File: src/rtl/evrec_pkg.sv
// Package: shared widths, the packed calendar stamp type and the register map.
// Assumes a 32-bit read word and a calendar time of 26 significant bits.
package evrec_pkg;
    localparam int SEC_W   = 6;
    localparam int MIN_W   = 6;
    localparam int HOUR_W  = 5;
    localparam int DOY_W   = 9;
    localparam int STAMP_W = SEC_W + MIN_W + HOUR_W + DOY_W;
    localparam int REG_W   = 32;
    localparam int LANE_W  = 8;

    // Seconds in the low bits, day of year in the high bits.
    typedef struct packed {
        logic [DOY_W-1:0]  doy;
        logic [HOUR_W-1:0] hour;
        logic [MIN_W-1:0]  min;
        logic [SEC_W-1:0]  sec;
    } stamp_t;

    localparam int ADDR_STATUS = 0;
    localparam int ADDR_COUNT  = 1;
    localparam int ADDR_FIRST0 = 2;
endpackage

File: src/rtl/evrec_edge_detect.sv
// Module: per-channel synchroniser and rising-edge detector.
// Each input goes through SYNC_STAGES flops and then one history flop.
// A one-cycle pulse comes out when the synchronised level rises.
// Assumes the inputs are held low during reset, so no false edge appears on release.
module evrec_edge_detect #(
    parameter int NUM_CH      = 3,
    parameter int SYNC_STAGES = 2
) (
    input  logic              clk,
    input  logic              rst_n,
    input  logic [NUM_CH-1:0] ev_async,
    output logic [NUM_CH-1:0] ev_pulse
);
    localparam int CHAIN_W = SYNC_STAGES + 1;

    for (genvar ch = 0; ch < NUM_CH; ch++) begin : g_ch
        logic [CHAIN_W-1:0] chain_q;

        // Shift the raw level through the synchroniser and the history flop.
        always_ff @(posedge clk) begin
            if (!rst_n) begin
                chain_q <= '0;
            end else begin
                chain_q <= {chain_q[CHAIN_W-2:0], ev_async[ch]};
            end
        end

        // The synchronised level is high and the history flop is still low.
        always_comb begin
            ev_pulse[ch] = chain_q[CHAIN_W-2] & ~chain_q[CHAIN_W-1];
        end
    end
endmodule

File: src/rtl/evrec_channel.sv
// Module: state of one recorder channel.
// Holds the status flag, the saturating counter and the first and last stamps.
// An event that arrives in the same cycle as a clear wins over the clear.
// The stamps have no reset; they are valid only while status is set.
module evrec_channel
    import evrec_pkg::*;
#(
    parameter int CNT_W = 3
) (
    input  logic             clk,
    input  logic             rst_n,
    input  logic             evt,
    input  logic             clr,
    input  stamp_t           tm,
    output logic             status,
    output logic [CNT_W-1:0] cnt,
    output stamp_t           first,
    output stamp_t           last
);
    localparam logic [CNT_W-1:0] CNT_MAX = '1;

    logic restart;
    logic [CNT_W-1:0] cnt_next;

    // A channel restarts when an event finds it idle or races a clear.
    always_comb begin
        restart = evt & (clr | ~status);
    end

    // Work out the next count: 1 on a restart, otherwise add one and stop at CNT_MAX.
    always_comb begin
        if (restart) begin
            cnt_next = CNT_W'(1);
        end else if (cnt == CNT_MAX) begin
            cnt_next = CNT_MAX;
        end else begin
            cnt_next = cnt + CNT_W'(1);
        end
    end

    // Update the status flag and the counter; an event takes priority over a clear.
    always_ff @(posedge clk) begin
        if (!rst_n) begin
            status <= 1'b0;
            cnt    <= '0;
        end else if (evt) begin
            status <= 1'b1;
            cnt    <= cnt_next;
        end else if (clr) begin
            status <= 1'b0;
            cnt    <= '0;
        end
    end

    // Capture the first stamp only when the channel restarts.
    always_ff @(posedge clk) begin
        if (restart) begin
            first <= tm;
        end
    end

    // Capture the last stamp on every event.
    always_ff @(posedge clk) begin
        if (evt) begin
            last <= tm;
        end
    end
endmodule

File: src/rtl/evrec_readmux.sv
// Module: combinational register read multiplexer.
// Packs the status flags, the counter lanes and the zero-extended stamps into one read word.
// Assumes 2 + 2*NUM_CH addresses fit in ADDR_W bits.
module evrec_readmux
    import evrec_pkg::*;
#(
    parameter int NUM_CH = 3,
    parameter int CNT_W  = 3,
    parameter int ADDR_W = 3
) (
    input  logic [ADDR_W-1:0]              addr,
    input  logic [NUM_CH-1:0]              status,
    input  logic [NUM_CH-1:0][CNT_W-1:0]   cnt,
    input  logic [NUM_CH-1:0][STAMP_W-1:0] first,
    input  logic [NUM_CH-1:0][STAMP_W-1:0] last,
    output logic [REG_W-1:0]               rd_data
);
    localparam int LAST0 = ADDR_FIRST0 + NUM_CH;

    logic [REG_W-1:0] cnt_word;

    // Place each counter in the low bits of its own 8-bit lane.
    always_comb begin
        cnt_word = '0;
        for (int ch = 0; ch < NUM_CH; ch++) begin
            cnt_word[ch*LANE_W +: CNT_W] = cnt[ch];
        end
    end

    // Select the word for the current address; addresses with no register read zero.
    always_comb begin
        rd_data = '0;
        if (int'(addr) == ADDR_STATUS) begin
            rd_data[NUM_CH-1:0] = status;
        end else if (int'(addr) == ADDR_COUNT) begin
            rd_data = cnt_word;
        end else begin
            for (int ch = 0; ch < NUM_CH; ch++) begin
                if (int'(addr) == ADDR_FIRST0 + ch) begin
                    rd_data[STAMP_W-1:0] = first[ch];
                end
                if (int'(addr) == LAST0 + ch) begin
                    rd_data[STAMP_W-1:0] = last[ch];
                end
            end
        end
    end
endmodule

File: src/rtl/evrec_top.sv
// Module: multi-channel event timestamp recorder, top level.
// Synchronises the event inputs, keeps the per-channel state and serves register reads.
// A write to the status address clears every channel whose write bit is one.
// Assumes tm_in comes from a clock that is synchronous to clk.
module evrec_top
    import evrec_pkg::*;
#(
    parameter int NUM_CH      = 3,
    parameter int CNT_W       = 3,
    parameter int SYNC_STAGES = 2,
    parameter int ADDR_W      = 3
) (
    input  logic               clk,
    input  logic               rst_n,
    input  logic [NUM_CH-1:0]  ev_in,
    input  logic [STAMP_W-1:0] tm_in,
    input  logic [ADDR_W-1:0]  addr,
    input  logic               wr_en,
    input  logic [NUM_CH-1:0]  wr_data,
    output logic [REG_W-1:0]   rd_data
);
    logic [NUM_CH-1:0]              evt_pulse;
    logic [NUM_CH-1:0]              clr_vec;
    logic [NUM_CH-1:0]              status_q;
    logic [NUM_CH-1:0][CNT_W-1:0]   cnt_q;
    logic [NUM_CH-1:0][STAMP_W-1:0] first_q;
    logic [NUM_CH-1:0][STAMP_W-1:0] last_q;
    stamp_t                         tm_s;

    // View the raw time word as a calendar stamp.
    always_comb begin
        tm_s = stamp_t'(tm_in);
    end

    // Decode the write-one-to-clear strobe for each channel.
    always_comb begin
        clr_vec = (wr_en && int'(addr) == ADDR_STATUS) ? wr_data : '0;
    end

    evrec_edge_detect #(
        .NUM_CH      (NUM_CH),
        .SYNC_STAGES (SYNC_STAGES)
    ) u_edge (
        .clk      (clk),
        .rst_n    (rst_n),
        .ev_async (ev_in),
        .ev_pulse (evt_pulse)
    );

    for (genvar ch = 0; ch < NUM_CH; ch++) begin : g_chan
        stamp_t first_s;
        stamp_t last_s;

        evrec_channel #(
            .CNT_W (CNT_W)
        ) u_chan (
            .clk    (clk),
            .rst_n  (rst_n),
            .evt    (evt_pulse[ch]),
            .clr    (clr_vec[ch]),
            .tm     (tm_s),
            .status (status_q[ch]),
            .cnt    (cnt_q[ch]),
            .first  (first_s),
            .last   (last_s)
        );

        // Flatten the stamps so the read mux and the checker can index them.
        always_comb begin
            first_q[ch] = first_s;
            last_q[ch]  = last_s;
        end
    end

    evrec_readmux #(
        .NUM_CH (NUM_CH),
        .CNT_W  (CNT_W),
        .ADDR_W (ADDR_W)
    ) u_rd (
        .addr    (addr),
        .status  (status_q),
        .cnt     (cnt_q),
        .first   (first_q),
        .last    (last_q),
        .rd_data (rd_data)
    );
endmodule

File: config.mk
export PLATFORM = sky130hd
export DESIGN_NAME = evrec_top
export DESIGN_NICKNAME = d
export VERILOG_FILES = /design/src/rtl/evrec_pkg.sv /design/src/rtl/evrec_edge_detect.sv /design/src/rtl/evrec_channel.sv /design/src/rtl/evrec_readmux.sv /design/src/rtl/evrec_top.sv
export SDC_FILE = /design/constraint.sdc
export NUM_CORES = 1
export LEC_CHECK = 0
export BUFFER_PORTS_ARGS = -buffer_cell sky130_fd_sc_hd__buf_4
export CAP_MARGIN = 20
export CORE_UTILIZATION = 53
export CTS_CLUSTER_SIZE = 16
export DETAILED_ROUTE_END_ITERATION = 12
export PLACE_DENSITY = 0.74
export SYNTH_ARGS = -nofsm -noshare
export SYNTH_HDL_FRONTEND = slang
export SYNTH_SLANG_ARGS = --single-unit
export TNS_END_PERCENT = 5
File: constraint.sdc
create_clock -name clk -period 2.5 [get_ports clk]
set_input_delay 0.125 -clock clk [delete_from_list [all_inputs] [get_ports clk]]
set_output_delay 0.125 -clock clk [all_outputs]
set_load 0.01 [all_outputs]
# ---- Word-level counts from Yosys, hierarchy flattened
# Cells that the tools add are included.
dict set report word_totals {
  register_bits 177
  latch_bits 0
  ramBits 0
  output_inout_bits 32
  inputBits 38
  rom_bits 0
  memories 0
  wordCells 94
}
dict set report classes {
  n_bitwise 15
  n_eq_ne 10
  mul 0
  n_addsub 3
  n_reduce_logical 5
  shifts 0
  mux 28
  n_div 0
  magnitude_cmp 0
}
# operator n
set op_table {}
lappend op_table {{$mux W26} 7}
lappend op_table {{$mux W3} 14}
lappend op_table {{$mux W23} 1}
lappend op_table {{$eq A3 B3 Y1 const B} 7}
lappend op_table {{$add A3 B1 Y3 const B} 3}
lappend op_table {{$and A1 B1 Y1} 6}
lappend op_table {{$eq A3 B2 Y1 const B} 2}
lappend op_table {{$mux W1} 6}
lappend op_table {{$not A1 Y1} 6}
lappend op_table {{$reduce_bool A2 Y1} 3}
lappend op_table {{$eq A3 B1 Y1 const B} 1}
lappend op_table {{$logic_not A3 Y1} 1}
lappend op_table {{$or A1 B1 Y1} 3}
lappend op_table {{$logic_and A1 B1 Y1} 1}

# ---- Depth between registers and ports, before layout
# Gate-level depths: netlist of run 1.
dict set report logic_depth {
  word_depth 9
  ltp_mapped 7
}

# ---- Hierarchy
# From an unflattened synthesis of run 1, not the netlist that was laid out.
dict set report hier_totals {
  hier_cells 444
  area_unflattened_um2 7115.6
}
# mod cells_each seq_area_each_um2 n_inst area_each_um2
set modules_own_cells {}
lappend modules_own_cells {evrec_channel 73 1641.6 3 1788.0}
lappend modules_own_cells {evrec_readmux 200 0.0 1 1453.9}
lappend modules_own_cells {evrec_edge_detect 21 180.2 1 255.2}
lappend modules_own_cells {evrec_top 4 0.0 1 42.5}

# ---- Least setup slack after synthesis of run 1
# No wires, ideal clock.
dict set report synth_path {
  kind {in2reg}
  startpoint {in addr[0]}
  endpoint {reg g_chan[1].u_chan.first[0] (netlist name)}
  t_arrival_ns 2.066
  path_stages 4
  setup_slack_ns 0.016
  required_time_ns 2.082
  path_cell_list {buf_2 > nor3_4 > nand3_1 > a21oi_1}
}
dict set report synth_between {
  elab_chain_cells 5
}
# element line
set synth_lines {}
lappend synth_lines {{from (decl)} evrec_top.sv:17} ;# input logic [ADDR_W-1:0] addr,
lappend synth_lines {{$logic_not A3 Y1} evrec_top.sv:37} ;# clr_vec = (wr_en && int'(addr) == ADDR_STATUS) ? wr_data : '0;
lappend synth_lines {{$logic_and A1 B1 Y1} evrec_top.sv:37}
lappend synth_lines {{$mux W3} evrec_top.sv:37}
lappend synth_lines {{$or A1 B1 Y1} evrec_channel.sv:27} ;# restart = evt & (clr | ~status);
lappend synth_lines {{$and A1 B1 Y1} evrec_channel.sv:27}
lappend synth_lines {{net g_chan[1].u_chan.restart} evrec_channel.sv:22} ;# logic restart;
# The timed path passes the listed nets, and every way through them passes these cells.
# A chain may end at the register's enable or synchronous reset.

# ---- Worst setup path after layout of run 1
dict set report layout_path {
  startpoint {in addr[2]}
  endpoint {out rd_data[11]}
}
dict set report layout_between {
  elab_chain_cells 9
  elab_cells_between_ends 16
}
# element line
set layout_lines {}
lappend layout_lines {{$eq A3 B3 Y1} evrec_readmux.sv:39} ;# if (int'(addr) == ADDR_FIRST0 + ch) begin
lappend layout_lines {{$mux W26} evrec_readmux.sv:39}
lappend layout_lines {{$mux W26} evrec_readmux.sv:42} ;# if (int'(addr) == LAST0 + ch) begin
lappend layout_lines {{$mux W26} evrec_readmux.sv:39}
lappend layout_lines {{$mux W26} evrec_readmux.sv:42}
lappend layout_lines {{$mux W26} evrec_readmux.sv:39}
lappend layout_lines {{$mux W26} evrec_readmux.sv:42}
lappend layout_lines {{$mux W26} evrec_readmux.sv:35} ;# end else if (int'(addr) == ADDR_COUNT) begin
lappend layout_lines {{$mux W23 (*)} evrec_readmux.sv:33} ;# if (int'(addr) == ADDR_STATUS) begin
lappend layout_lines {{to (decl)} evrec_top.sv:20} ;# output logic [REG_W-1:0] rd_data
# Mark *: on every way between the ends. The rest lies on a longest branch, timed or not.

==> results_dict.tcl, run 1 <==
set metrics [dict create \
    worstMarginPinSlew_ns 0.807 \
    grt_util_all_layers_pct 23.1 \
    largest_stage_delay_on_the_critical_path_ns 0.66 \
    grt_max_degree 32 \
    drt_iter0_markers 339 \
    max-vdd-ir-drop_uv 372 \
    finalSetupTns_ns 0 \
    final.fill_count 847 \
    clock_tree.htree_level_count 4 \
    timing.critical_path.to_type "output pin" \
    row_count 41 \
    post_route_cell_area_mm2 0.00849 \
    timing.critical_path.slowest_stage_cell "nor2b_2" \
    synth.distinct_cells 34 \
    post_synthesis_sequential_area_ratio_pct 73.9 \
    critical_path_data_arrival_time_ns 1.87 \
    vias_per_cell 5.80 \
    num_io_pins 70 \
    portBuffers 63 \
    min_tclk_post_route_ns 2.00 \
    floorplan.die_area_mm2 0.0135 \
    postPlaceCellArea_mm2 0.00762 \
    cpMostUsedCell "buf_4" \
    fin_util_pct 67.0 \
    final_hold_viol_count 0 \
    holdWs_ns 0.0722 \
    critical_path_buffers_and_inverters 3 \
    postSynth.topFlopCell "edfxtp_1" \
    power_per_cell_area_mw_per_mm2 761 \
    tritoncts "built" \
    timing.max_slew.rel_slack_pct 46.2 \
    core_region_area_mm2 0.0127 \
    clk-insertion-delay-late_ns 0.42 \
    tritoncts.num_buffers 17 \
    post_synth_main_area_contributors "edfxtp_1, dfxtp_1, a221o_1" \
    power_leakage_nw 3.05 \
    post-route-worst-setup-slack_ns 0.504 \
    grt_pass1_wl_um 22400 \
    crit_path_leading_delay_family "simple AND/OR/NAND/NOR gates" \
    clock-skew-final_ns 0.0126 \
    clk_pin_slew_worst_paths_ns 0.07 \
    post_synth_instance_area_mm2 0.00691 \
    critical_path_required_ns 2.38 \
    worst_setup_path_start_kind "primary input" \
    placement.setup.worst_slack_ns 0.518 \
    cap_violations 0 \
    outcome "completed" \
    timing.final.crit_share_pct 79.8 \
    netlist_top_cells_count "edfxtp_1, nor2_1, nand2_1" \
    postSynth.asyncResetShare_pct 0 \
    route.detailed.wl_per_inst_um 20.1 \
    timing.fmax_mhz 501 \
    multiInputGateArea_mm2 0.00162 \
    postRouteAntennaNets 0 \
    design.final.nets 586 \
    most_frequently_used_cell_type_in_the_post_synthesis_netlist "edfxtp_1" \
    critical_path_class "primary input to output pin" \
    sequential_cell_area_mm2 0.00510 \
    critPathMaxFanout 16 \
    globalRoute.totalOverflow 0 \
    cts_num_sinks 177 \
    global_placement_routability_congestion 0.738 \
    synth.largest_area_cell "edfxtp_1" \
    synth_enable_flop_cells 156 \
    synth.ff_latch_count 177 \
    dp.final_hpwl_um 8660 \
    cts-root-buf "clkbuf_16" \
    remaining_drc_errors 0 \
    rsz0062_at_grt "false" \
    clock_path_buffers 2 \
    antenna_violations_before_repair 0 \
    totalWireLength_um 14700 \
    first_pass_iters 5 \
    initial_core_util_pct 54.5 \
    ys.warnings.count 0 \
    timing_max_transition_violations_final 0 \
    synth_top_cell_area_share_pct 67.8 \
    netlist_instances 445 \
    overall_via_count_from_detail_route 4231 \
    holdCritPathClass "primary input to flip-flop" \
    synthesized_area_per_cell_um2 15.5 \
    fraction_of_final_layout_cells_with_drive_strength_greater_than_1_pct 22.8 \
    layout-area-overhead-vs-synth_pct 22.9 \
    finalSetupViolations 0 \
    antenna_cells_inserted 0 \
    height_of_the_die_um 116 \
    cts-resized-gates 0 \
    worstPathCellList "buf_4 > nor2b_2 > buf_4 > a22oi_1 > nor2_1 > a221o_1 > buf_4" \
    floorplan.die.width_um 116 \
    vias_in_the_first_global_route 4253 \
]
[kinds of logic after synthesis]
group                    synth area share [%]
flip-flops                               73.9
AND/OR/NAND/NOR                          6.81
AO/OA/AOI/OAI                            9.87
buffers and inverters                    3.10
multiplexers                             5.72
adder cells (fa/ha/maj)                 0.543
other                                  0.0543
[state kept, by name (all words and copies together), names as in the netlist]
signal and count:
g_chan.u_chan.status 3, g_chan.u_chan.last 78, u_edge.g_ch.chain_q 9, g_chan.u_chan.cnt 9, g_chan.u_chan.first 78
[placed cells by master, fill, tap and decap left out, types with 4 or more instances in the layout]
| cell | Yosys | layout |
|---|---|---|
| a21oi_1 | 22 | 19 |
| mux2i_1 | 17 | 17 |
| conb_1 | 1 | 6 |
| a22oi_1 | 20 | 20 |
| buf_12 | 0 | 5 |
| a221oi_1 | 9 | 9 |
| and2_1 | 13 | 13 |
| o21ai_0 | 17 | 17 |
| mux2_2 | 8 | 8 |
| clkbuf_16 | 0 | 17 |
| nor2b_1 | 5 | 4 |
| inv_1 | 5 | 5 |
| mux4_2 | 6 | 6 |
| buf_4 | 8 | 74 |
| nor2_1 | 40 | 40 |
| nand2_1 | 28 | 28 |
| a221o_1 | 17 | 17 |
| edfxtp_1 | 156 | 156 |
| dfxtp_1 | 21 | 21 |
| dlygate4sd3_1 | 0 | 29 |
[worst paths after layout]
| kind | start | to | slack [ns] | cells after the start |
|---|---|---|---|---|
| setup / recovery | addr[2] | rd_data[11] | 0.50 | 7 |
| hold / removal | rst_n | u_edge.g_ch[2].chain_q[0] | 0.07 | 2 |
| setup reg to reg | u_edge.g_ch[0].chain_q[2] | g_chan[0].u_chan.cnt[2] | 0.91 | 5 |
| hold reg to reg | u_edge.g_ch[0].chain_q[0] | u_edge.g_ch[0].chain_q[1] | 0.43 | 1 |
[metal layers]
metal  vias up  GRT usage (%)  part of all wire (%)  wire length, um
li1       1922              -                     -                -
met1      2084           29.2                    40             5900
met2       199           38.7                    51             7430
met3        26           4.93                   7.1             1050
met4         0           10.1                   2.0              286
met5         -              0                     0                0
[metrics by stage]
stage,instances,total power [mW]
after floorplan,450,3.66
after global placement,669,3.86
after detailed placement,669,3.88
after CTS,730,6.48
after global routing,730,6.64
final,730,6.46
[power by group]
part	switching, mW	leakage [nW]	internal (mW)
Combinational	0.283	1.17	0.232
Clock	1.11	0.284	1.49
Sequential	0.0282	1.60	3.31
[final cells by class]
type	count	area share, %
timing repair buffer	108	11.1
clock inverter	13	1.78
clock buffer	19	5.10
inverter	5	0.221
sequential	177	60.1
multi-input combinational	236	19.1
tap	172	2.53
[repair_timing]
item / CTS / global route
hold buffers: 29 / 0
endpoints found under the hold margin: 159 / 0
setup buffers: 0 / 0
Power figures use the tool's default switching activity.
==> inputs of run 2 (changes only) <==
clock period = 1.6 ns   (was 2.5 ns; I/O delays follow)
==> results_dict.tcl, run 2 (same netlist as run 1, synthesis figures left out) <==
set metrics [dict create \
    outcome "finished, violations left" \
    violated_checks "negative setup slack" \
    vias_in_the_first_global_route 4200 \
    drt_iter0_markers 319 \
    placement.setup.worst_slack_ns -0.0578 \
    clk_pin_slew_worst_paths_ns 0.06 \
    grt_pass1_wl_um 22200 \
    largestRegisters "g_chan.u_chan.first: 78 flops, g_chan.u_chan.last: 78 flops" \
    grt_max_degree 27 \
    vias_per_cell 5.64 \
    cts_num_sinks 177 \
    design.final.nets 598 \
    clk-insertion-delay-late_ns 0.42 \
    grt_use_met1_pct 29.2 \
    cts-root-buf "clkbuf_16" \
    clock_path_buffers 2 \
    initial_core_util_pct 54.5 \
    worst_setup_path_start_kind "flip-flop" \
    critical_path_data_arrival_time_ns 1.62 \
    grt-busiest-layer "met2" \
    power_per_cell_area_mw_per_mm2 1170 \
    post-route-worst-setup-slack_ns -0.100 \
    overall_via_count_from_detail_route 4183 \
    holdCritPathClass "primary input to flip-flop" \
    postPlaceCellArea_mm2 0.00774 \
    antenna_violations_before_repair 0 \
    critical_path_required_ns 1.52 \
    first_pass_iters 5 \
    timing.critical_path.to_type "output pin" \
    portBuffers 63 \
    min_tclk_post_route_ns 1.70 \
    final_common_cell "edfxtp_1" \
    critical_path_class "flip-flop to output pin" \
    clock-skew-final_ns 0.00557 \
    fin_util_pct 68.6 \
    most-common-layout-cells "edfxtp_1, buf_4, nor2_1, dlygate4sd3_1, nand2_1" \
    tritoncts.num_buffers 17 \
    totalWireLength_um 14600 \
    height_of_the_die_um 116 \
    final_hold_viol_count 0 \
    layout-area-overhead-vs-synth_pct 25.9 \
    global_route.usage.met2_pct 38.8 \
    globalRoute.totalOverflow 0 \
    floorplan.die_area_mm2 0.0135 \
    antenna_cells_inserted 0 \
    critPathMaxFanout 1 \
    cap_violations 0 \
    timing.fmax_mhz 588 \
    grtUsageMet3_pct 4.83 \
    postRouteAntennaNets 0 \
    finalSetupViolations 7 \
    power_leakage_nw 3.13 \
    floorplan.die.width_um 116 \
    remaining_drc_errors 0 \
    max-vdd-ir-drop_uv 736 \
    grt_util_all_layers_pct 22.9 \
    route.detailed.wl_per_inst_um 19.7 \
    dp.final_hpwl_um 8470 \
    tritoncts "built" \
    post_route_cell_area_mm2 0.00870 \
    timing_max_transition_violations_final 0 \
    row_count 41 \
    clock_tree.htree_level_count 4 \
    timing.final.crit_share_pct 106 \
    fraction_of_final_layout_cells_with_drive_strength_greater_than_1_pct 26.1 \
    global_placement_routability_congestion 0.761 \
    num_io_pins 70 \
    rsz0062_at_grt "true" \
    core_region_area_mm2 0.0127 \
]
-- run 2: cell count changes in the layout (fill, tap and decap cells not counted), sizes merged --
cell	delta
clkinvlp	-1
buf	+11
dlygate4sd3	+1
clkinv	+4
inv	-5
clkbuf	+1
bufinv	+1
-- run 2: worst paths after layout --
check	from	endpoint	slack, ns	cells past startpoint
max	g_chan[2].u_chan.last[8]	rd_data[8]	-0.10	4
min reg2reg	u_edge.g_ch[2].chain_q[0]	u_edge.g_ch[2].chain_q[1]	0.43	1
min	wr_data[2]	g_chan[2].u_chan.cnt[1]	0.23	5
max reg2reg	u_edge.g_ch[2].chain_q[2]	g_chan[2].u_chan.cnt[2]	0.20	5
-- run 2: worst max-delay path: stages, from the launching register on --
cell,delay [ns]
edfxtp_1,0.38
mux4_2,0.49
nor2_2,0.11
nor2_1,0.08
buf_4,0.16
-- run 2: power breakdown --
part / switching, mW / total (mW) / internal (mW)
logic: 0.454 / 0.850 / 0.396
clock network: 1.62 / 4.06 / 2.44
registers: 0.0457 / 5.22 / 5.18
total: 2.12 / 10.1 / 8.01
-- run 2: cell type report --
class / count / area (um^2)
Fill cell: 854 / 3980
Tap cell: 172 / 215
Clock buffer: 20 / 437
Inverter: 5 / 18.8
Clock inverter: 12 / 141
Sequential cell: 177 / 5100
Multi-Input combinational cell: 236 / 1710
Timing Repair Buffer: 120 / 1070
-- run 2: what timing repair did --
item                                   CTS  global route
setup buffers                            0             0
resized for setup                        5            24
hold buffers                            30             0
setup endpoints to repair               26            25
pin swaps                                1             2
endpoints found under the hold margin  160             0
-- run 2: layer usage --
layer  share of wire (%)  up-vias
met5                   0        -
met2                  52      129
met1                  42     2097
li1                    -     1943
met3                 5.0       14
met4                 1.4        0
-- run 2: stage by stage --
| stage | TNS [ns] | instances | power (mW) | hold slack, ns |
|---|---|---|---|---|
| after CTS | -0.626 | 742 | 10.2 | 0.219 |
| after detailed placement | -0.465 | 680 | 6.08 | 0.297 |
| after floorplan | -2.61 | 450 | 5.72 | 0.179 |
| final | -0.367 | 742 | 10.1 | 0.234 |
| after global routing | -1.47 | 742 | 10.5 | 0.258 |
| after global placement | -6.61 | 679 | 6.06 | 0.287 |
==> inputs of run 3 (changes only) <==
CELL_PAD_IN_SITES_DETAIL_PLACEMENT = 2   (was not set)
CELL_PAD_IN_SITES_GLOBAL_PLACEMENT = 2   (was not set)
CORE_UTILIZATION = 38   (was 53)
PLACE_DENSITY = 0.73   (was 0.74)
REMOVE_ABC_BUFFERS = 1   (was not set)
SKIP_CTS_REPAIR_TIMING = 1   (was not set)
==> results_dict.tcl, run 3 (same netlist as run 1, synthesis figures left out) <==
set metrics [dict create \
    globalRoute.totalOverflow 0 \
    vias_in_the_first_global_route 4786 \
    min_tclk_post_route_ns 1.73 \
    postRouteAntennaNets 0 \
    height_of_the_die_um 137 \
    timing.fmax_mhz 577 \
    cellInternalPower_mw 7.92 \
    design.final.nets 601 \
    grt_pass1_wl_um 29300 \
    grt_max_degree 27 \
    fraction_of_final_layout_cells_with_drive_strength_greater_than_1_pct 29.1 \
    route.detailed.wl_per_inst_um 24.7 \
    cts_num_sinks 177 \
    row_count 48 \
    holdWs_ns 0.0215 \
    critical_path_data_arrival_time_ns 1.65 \
    num_io_pins 70 \
    finalSetupTns_ns -0.984 \
    critical_path_class "flip-flop to output pin" \
    floorplan.die.width_um 137 \
    worst_setup_path_endpoint "rd_data[0]" \
    worst_setup_path_startpoint "g_chan[0].u_chan.first[0]" \
    rsz0062_at_grt "true" \
    met3_wirelength_um 565 \
    rr_endpoint "g_chan[2].u_chan.first[12]" \
    initial_core_util_pct 39.4 \
    antenna_violations_before_repair 0 \
    largestRegisters "g_chan.u_chan.first: 78 flops, g_chan.u_chan.last: 78 flops" \
    grt_util_all_layers_pct 22.3 \
    post-route-worst-setup-slack_ns -0.134 \
    layout-area-overhead-vs-synth_pct 28.3 \
    clock_tree.htree_level_count 4 \
    tritoncts "built" \
    timing.critical_path.to_type "output pin" \
    overall_via_count_from_detail_route 4372 \
    totalPowerFinal_mw 10.3 \
    postPlaceCellArea_mm2 0.00787 \
    clock_path_buffers 2 \
    fin_util_pct 50.5 \
    power_frac_clock_pct 40.2 \
    routed-wl-met2_um 10800 \
    max-vdd-ir-drop_uv 778 \
    combinationalPowerShare_pct 9.0 \
    floorplan.die_area_mm2 0.0187 \
    reg2reg_setup_slack_ns 0.22 \
    cts-root-buf "clkbuf_16" \
    worst_setup_path_start_kind "flip-flop" \
    critical_path_required_ns 1.52 \
    r2r_cells 3 \
    outcome "finished, violations left" \
    clk-insertion-delay-late_ns 0.43 \
    seq_power_share_pct 50.7 \
    final_hold_viol_count 0 \
    post_route_cell_area_mm2 0.00886 \
    core_region_area_mm2 0.0175 \
    drt_iter0_markers 232 \
    clk_pin_slew_worst_paths_ns 0.07 \
    power.switching_mw 2.40 \
    timing.final.crit_share_pct 108 \
    global_placement_routability_congestion 0.710 \
    timing_max_transition_violations_final 0 \
    most-common-layout-cells "edfxtp_1, buf_4, nor2_1, dlygate4sd3_1, nand2_1" \
    switching_fraction_of_total_power_pct 23.3 \
    final_common_cell "edfxtp_1" \
    totalWireLength_um 19700 \
    antenna_cells_inserted 0 \
    cap_violations 0 \
    m1WireLength_um 7930 \
    holdCritPathClass "primary input to flip-flop" \
    top_layer_used "met4" \
    critPathMaxFanout 1 \
    portBuffers 63 \
    dp.final_hpwl_um 12100 \
    power_per_cell_area_mw_per_mm2 1160 \
    violated_checks "negative setup slack" \
    power_leakage_nw 3.17 \
    finalSetupViolations 16 \
    vias_per_cell 5.48 \
    clock-skew-final_ns 0.00675 \
    first_pass_iters 4 \
    remaining_drc_errors 0 \
    critical_path.reg2reg.startpoint "u_edge.g_ch[2].chain_q[2]" \
    tritoncts.num_buffers 17 \
]
## run 3: metal layers
metal / up-vias / GRT usage (%)
li1: 1954 / -
met4: 0 / 9.58
met2: 92 / 40.5
met1: 2292 / 26.1
met5: - / 0
met3: 34 / 3.33
## run 3: area by class of cell
class	count	area, um^2
Clock inverter	15	159
Multi-Input combinational cell	236	1730
Fill cell	1649	8680
Sequential cell	177	5100
Tap cell	225	282
Inverter	5	18.8
Timing Repair Buffer	123	1140
Clock buffer	17	425
## run 3: power groups by stage
| stage | Sequential (mW) | Clock [mW] | Combinational, mW |
|---|---|---|---|
| finish | 5.23 | 4.15 | 0.932 |
| global route | 5.24 | 4.37 | 0.999 |
| CTS | 5.23 | 4.23 | 0.853 |
| detailed placement | 5.33 | 0 | 0.839 |
| global placement | 5.31 | 0 | 0.798 |
| floorplan | 5.31 | 0 | 0.325 |
## run 3: critical path, stage by stage (launching register included)
cell      delay [ns]
edfxtp_1        0.38
a21oi_2         0.13
nor2_1          0.08
a221oi_2        0.30
o221ai_2        0.17
buf_4           0.16
## run 3: worst min path at each step
stage,start,to,slack (ns),cells past startpoint
after floorplan,tm_in[0],g_chan[0].u_chan.first[0],0.18,0
after global placement,ev_in[1],u_edge.g_ch[1].chain_q[0],0.29,2
after detailed placement,ev_in[1],u_edge.g_ch[1].chain_q[0],0.29,2
after CTS,ev_in[1],u_edge.g_ch[1].chain_q[0],-0.16,2
after global routing,rst_n,g_chan[0].u_chan.status,0.02,2
final,rst_n,u_edge.g_ch[1].chain_q[0],0.02,2
## run 3: per-stage QoR
step                cells  setup slack, ns
detailed placement    737          -0.0939
floorplan             418           -0.670
finish                798           -0.134
global route          798           -0.219
CTS                   769           -0.264
global placement      737          -0.0449
